[config.mk]
export PLATFORM = sky130hd
export DESIGN_NAME = counter_byte_access
export DESIGN_NICKNAME = d
export VERILOG_FILES = /design/src/rtl/byte_access_pkg.sv /design/src/rtl/byte_access_ctrl.sv /design/src/rtl/byte_access_datapath.sv /design/src/rtl/counter_byte_access.sv
export SDC_FILE = /design/constraint.sdc
export NUM_CORES = 1
export LEC_CHECK = 0
export ABC_AREA = 0
export BUFFER_PORTS_ARGS = -buffer_cell sky130_fd_sc_hd__clkbuf_2
export CAP_MARGIN = 20
export CORE_MARGIN = 10
export CORE_UTILIZATION = 42
export DETAILED_ROUTE_END_ITERATION = 10
export GPL_TIMING_DRIVEN = 0
export PLACE_DENSITY = 0.74
export SLEW_MARGIN = 30
export SYNTH_ARGS = -nofsm -noshare
export SYNTH_HDL_FRONTEND = slang
export SYNTH_SLANG_ARGS = --single-unit
export TNS_END_PERCENT = 30
[constraint.sdc]
create_clock -name clk -period 0.8 [get_ports clk]
set_input_delay 0.08 -clock clk [delete_from_list [all_inputs] [get_ports clk]]
set_output_delay 0.08 -clock clk [all_outputs]
set_load 0.05 [all_outputs]
[src/rtl/byte_access_pkg.sv]
package byte_access_pkg;
  typedef struct packed {
    logic stageLow;    // park write byte in buffer
    logic commitHigh;  // issue 16-bit load
    logic captureLow;  // snapshot live low half
    logic selHigh;     // drive live high half on read
    logic readEn;      // read data valid
  } accessStrobes_t;
endpackage

[src/rtl/byte_access_ctrl.sv]
module byte_access_ctrl
  import byte_access_pkg::*;
(
  input  logic           addrHigh,
  input  logic           wrEn,
  input  logic           rdEn,
  output accessStrobes_t strobes
);
  always_comb begin
    strobes            = '0;
    strobes.stageLow   = wrEn && !addrHigh;
    strobes.commitHigh = wrEn && addrHigh;
    // a write in the same cycle wins over the snapshot
    strobes.captureLow = rdEn && addrHigh && !wrEn;
    strobes.selHigh    = rdEn && addrHigh;
    strobes.readEn     = rdEn;
  end
endmodule

[src/rtl/byte_access_datapath.sv]
module byte_access_datapath
  import byte_access_pkg::*;
#(
  parameter int BYTE_W = 8,
  localparam int CNT_W = 2 * BYTE_W
) (
  input  logic              clk,
  input  logic              rstN,
  input  accessStrobes_t    strobes,
  input  logic [BYTE_W-1:0] wrData,
  input  logic [CNT_W-1:0]  cntValue,
  output logic [BYTE_W-1:0] rdData,
  output logic [CNT_W-1:0]  loadValue,
  output logic              loadStrobe
);
  logic [BYTE_W-1:0] lowBuf;

  always_ff @(posedge clk or negedge rstN) begin
    if (!rstN) begin
      lowBuf <= '0;
    end else if (strobes.stageLow) begin
      lowBuf <= wrData;
    end else if (strobes.captureLow) begin
      lowBuf <= cntValue[BYTE_W-1:0];
    end
  end

  always_ff @(posedge clk or negedge rstN) begin
    if (!rstN) begin
      loadStrobe <= 1'b0;
      loadValue  <= '0;
    end else begin
      loadStrobe <= strobes.commitHigh;
      if (strobes.commitHigh) begin
        loadValue <= {wrData, lowBuf};
      end
    end
  end

  always_comb begin
    if (!strobes.readEn) begin
      rdData = '0;
    end else if (strobes.selHigh) begin
      rdData = cntValue[CNT_W-1:BYTE_W];
    end else begin
      rdData = lowBuf;
    end
  end
endmodule

[src/rtl/counter_byte_access.sv]
module counter_byte_access
  import byte_access_pkg::*;
#(
  parameter int BYTE_W = 8,
  localparam int CNT_W = 2 * BYTE_W
) (
  input  logic              clk,
  input  logic              rstN,
  input  logic              addrHigh,
  input  logic              wrEn,
  input  logic              rdEn,
  input  logic [BYTE_W-1:0] wrData,
  output logic [BYTE_W-1:0] rdData,
  input  logic [CNT_W-1:0]  cntValue,
  output logic [CNT_W-1:0]  loadValue,
  output logic              loadStrobe
);
  accessStrobes_t strobes;

  byte_access_ctrl u_ctrl (
    .addrHigh (addrHigh),
    .wrEn     (wrEn),
    .rdEn     (rdEn),
    .strobes  (strobes)
  );

  byte_access_datapath #(.BYTE_W(BYTE_W)) u_dp (
    .clk        (clk),
    .rstN       (rstN),
    .strobes    (strobes),
    .wrData     (wrData),
    .cntValue   (cntValue),
    .rdData     (rdData),
    .loadValue  (loadValue),
    .loadStrobe (loadStrobe)
  );
endmodule

==> flow_summary_export.csv <==
group,metric,value,unit
setup_path,cp-end-kind,"output pin",
grt,grt_pass1_wl,6451,µm
grt,globalRouteTotalUtil,0.1509,
status,violations,"hold timing, setup timing",
synth,seq_area_frac_synth,0.5092,
clock_tree,cts_buffers,3,
synth,synth_edf_count,0,
pwr,ir_worst_vdd,1.656,mV
floorplan,initial_utilization,0.4417,
cells_and_area,nets,205,
setup_path,critPathBufInv,1,
synth,syn-cell-area,1229,µm²
timing,setup_slack,-496.8,ps
status,status,"finished with violations",
timing,rsz0062_at_grt,"true",
clock_tree,clockRootBuffer,"clkbuf_4",
worst_hold_path,hold_depth,2,
timing,fin_setup_tns,-9637,ps
grt,grt_max_degree,26,
timing,slew_headroom,0.6270,
synth,ys_types,17,
cells_and_area,drive_gt1_frac,0.7600,
run,maxCapViolCount,0,
timing,holdWs,-10.39,ps
drt,wl_per_cell,20.75,µm
setup_path,reg2regPathDepth,3,
worst_hold_path,worstHoldEndpoint,"u_dp.loadValue[10]",
setup_path,worstPathRequired,720,ps
floorplan,die_w,74.09,µm
grt,grt_pass1_vias,1264,
synth,syn_avg_cell_area,12.05,µm²
clock_tree,clk_latency,340,ps
setup_path,cp.arrival,1220,ps
synth,synth_most_common_cell,"dfrtp_1",
cells_and_area,antenna_cells,0,
setup_path,crit_path_start_kind,"flip-flop",
place,io_buffers,52,
drt,routed-via-count,1147,
timing,finalCritPeriodShare,1.621,
grt,antenna_found_initial,0,
synth,synthTopCellsByArea,"dfrtp_1, mux2_4, mux2i_1, nand3_1, mux2_2",
synth,syn_nets,131,
timing,worst_pin_slew,559.5,ps
clock_tree,cts_tree,"done",
place,gp_congestion,0.7365,
synth,synthTopCellsByCount,"dfrtp_1, nand3_1, nor2b_1, mux2_4",
synth,synth_ff_type,"dfrtp_1",
synth,synth_area_leader_cell,"dfrtp_1",
grt,grt_overflow,0,
setup_path,cpMaxStageDelayCell,"dfrtp_1",
cells_and_area,area_growth,77.80,%
setup_path,cp_cell_sequence,"mux2i_2 > nor2b_4 > buf_8",
drt,drtIter0Drc,54,
timing,min_period,1297,ps
pwr,powerDensity,2104,nW/µm²
setup_path,r2r-start,"u_dp.lowBuf[4]",
floorplan,row_count,19,
cells_and_area,nFillCells,157,
timing,drv_slew,0,
synth,ys_ff_latch,25,
place,post-dp-hpwl,2793,µm
drt,firstDrtPassIters,4,
setup_path,r2r_end,"u_dp.loadValue[4]",
drt,routed_wl,4275,µm
floorplan,die_h,74.09,µm
floorplan,io_pins,54,
synth,async_flop_share,1.000,
setup_path,max_stage_delay,430,ps
clock_tree,htree_levels,1,
timing,finalSetupViolCount,45,
synth,ys_warn_count,0,
setup_path,rrSetupSlack,-240,ps
worst_hold_path,worstHoldPathType,"input port to flip-flop",
floorplan,dieArea,5489,µm²
clock_tree,clkTransAtPathRegs,140,ps
drt,drt-vias-per-instance,5.568,
synth,yosysTopAreaCellShare,0.5092,
drt,drcViolationCount,0,
clock_tree,cts.path.max_buffers,2,
synth,netlist_instances,102,
setup_path,critPathMaxFanout,2,
setup_path,crit_family,"flip-flops",
setup_path,crit_type,"flip-flop to output pin",
clock_tree,cts_num_sinks,25,
pwr,p_leak,1.052,nW
timing,finalHoldViolations,4,
timing,fin_worst_skew,5.475,ps
cells_and_area,final_util,0.7854,
timing,fmax,771.1,MHz
worst_hold_path,min_from,"wrData[2]",
floorplan,core,2781,µm²
drt,drt.antenna.violating_nets,0,
-- cell usage in the layout (no fill, tap or decap), drive strengths merged --
| cell | count |
|---|---|
| a32oi | 8 |
| buf | 45 |
| clkbuf | 33 |
| dfrtp | 25 |
| dlygate4sd3 | 2 |
| inv | 1 |
| mux2 | 16 |
| mux2i | 8 |
| nand2 | 9 |
| nand2b | 1 |
| nand3 | 16 |
| nor2 | 1 |
| nor2b | 10 |
-- kinds of logic (layout without fill, tap and decap cells) --
family | count (synthesis) | count (layout) | synth area share
mux | 24 | 24 | 0.2393
simple gates | 37 | 37 | 0.1599
buf+inv | 8 | 81 | 0.03461
flops | 25 | 25 | 0.5092
compound gates | 8 | 8 | 0.05703
-- worst reg2reg max path, delay by kind of cell (launching register included) --
| family | cells | cell delay, ps |
|---|---|---|
| buffers and inverters | 2 | 250 |
| multiplexers | 1 | 260 |
| flip-flops | 1 | 430 |
-- sequential cells by signal, indices dropped and copies added, names as in the netlist --
register,flops
u_dp.lowBuf,8
u_dp.loadValue,16
u_dp.loadStrobe,1
-- power breakdown --
part / internal, mW / leakage [nW] / switching (mW) / total, mW
combinational: 1.11 / 0.749 / 1.17 / 2.29
clock: 0.196 / 0.0150 / 0.403 / 0.599
sequential: 1.50 / 0.288 / 0.208 / 1.71
total: 2.81 / 1.05 / 1.78 / 4.60
-- final cells by class --
class	count	area, µm²	share of cell area
timing repair buffer	69	688.2	0.3150
buffer	7	53.80	0.02463
inverter	1	3.754	0.001718
sequential	25	645.6	0.2955
tap	31	38.79	0.01775
clock buffer	4	26.28	0.01203
multi-input combinational	69	728.2	0.3333
-- how the worst max path moves through the flow --
| stage | depth (start not counted) | startpoint | to |
|---|---|---|---|
| after floorplan | 1 | u_dp.loadValue[10] | u_dp.loadValue[10] |
| after global placement | 5 | rdEn | u_dp.lowBuf[6] |
| after detailed placement | 5 | rdEn | u_dp.lowBuf[6] |
| after CTS | 3 | u_dp.lowBuf[1] | rdData[1] |
| after global routing | 3 | u_dp.lowBuf[6] | rdData[6] |
| final | 3 | u_dp.lowBuf[1] | rdData[1] |
-- per-stage QoR --
step / cell area, µm² / hold slack, ps / worst slack (ps) / power [mW] / std cells
2_1_floorplan: 1376 / -215.6 / -100.0 / 2.834 / 102
3_3_place_gp: 1675 / 103.3 / -323.0 / 3.208 / 185
3_5_place_dp: 1675 / 119.2 / -407.8 / 3.257 / 185
4_1_cts: 2069 / 3.735 / -496.0 / 4.302 / 201
5_1_grt: 2185 / -4.074 / -536.1 / 4.756 / 206
6_report: 2185 / -10.39 / -496.8 / 4.596 / 206
-- layer usage --
layer / global-route usage / vias up / share of wire
li1: - / 513 / -
met1: 0.1644 / 583 / 0.36
met2: 0.2670 / 46 / 0.55
met3: 0.04654 / 5 / 0.072
met4: 0.05797 / 0 / 0.020
met5: 0 / - / 0
-- timing repair --
item / 4_1_cts / 5_1_grt
endpoints found under the hold margin: 26 / 0
setup buffers: 10 / 5
pin swaps: 6 / 1
hold buffers: 2 / 0
gates resized for setup: 63 / 38
endpoints found under the setup margin: 34 / 71
No activity file was read; power rests on OpenSTA's default activity.
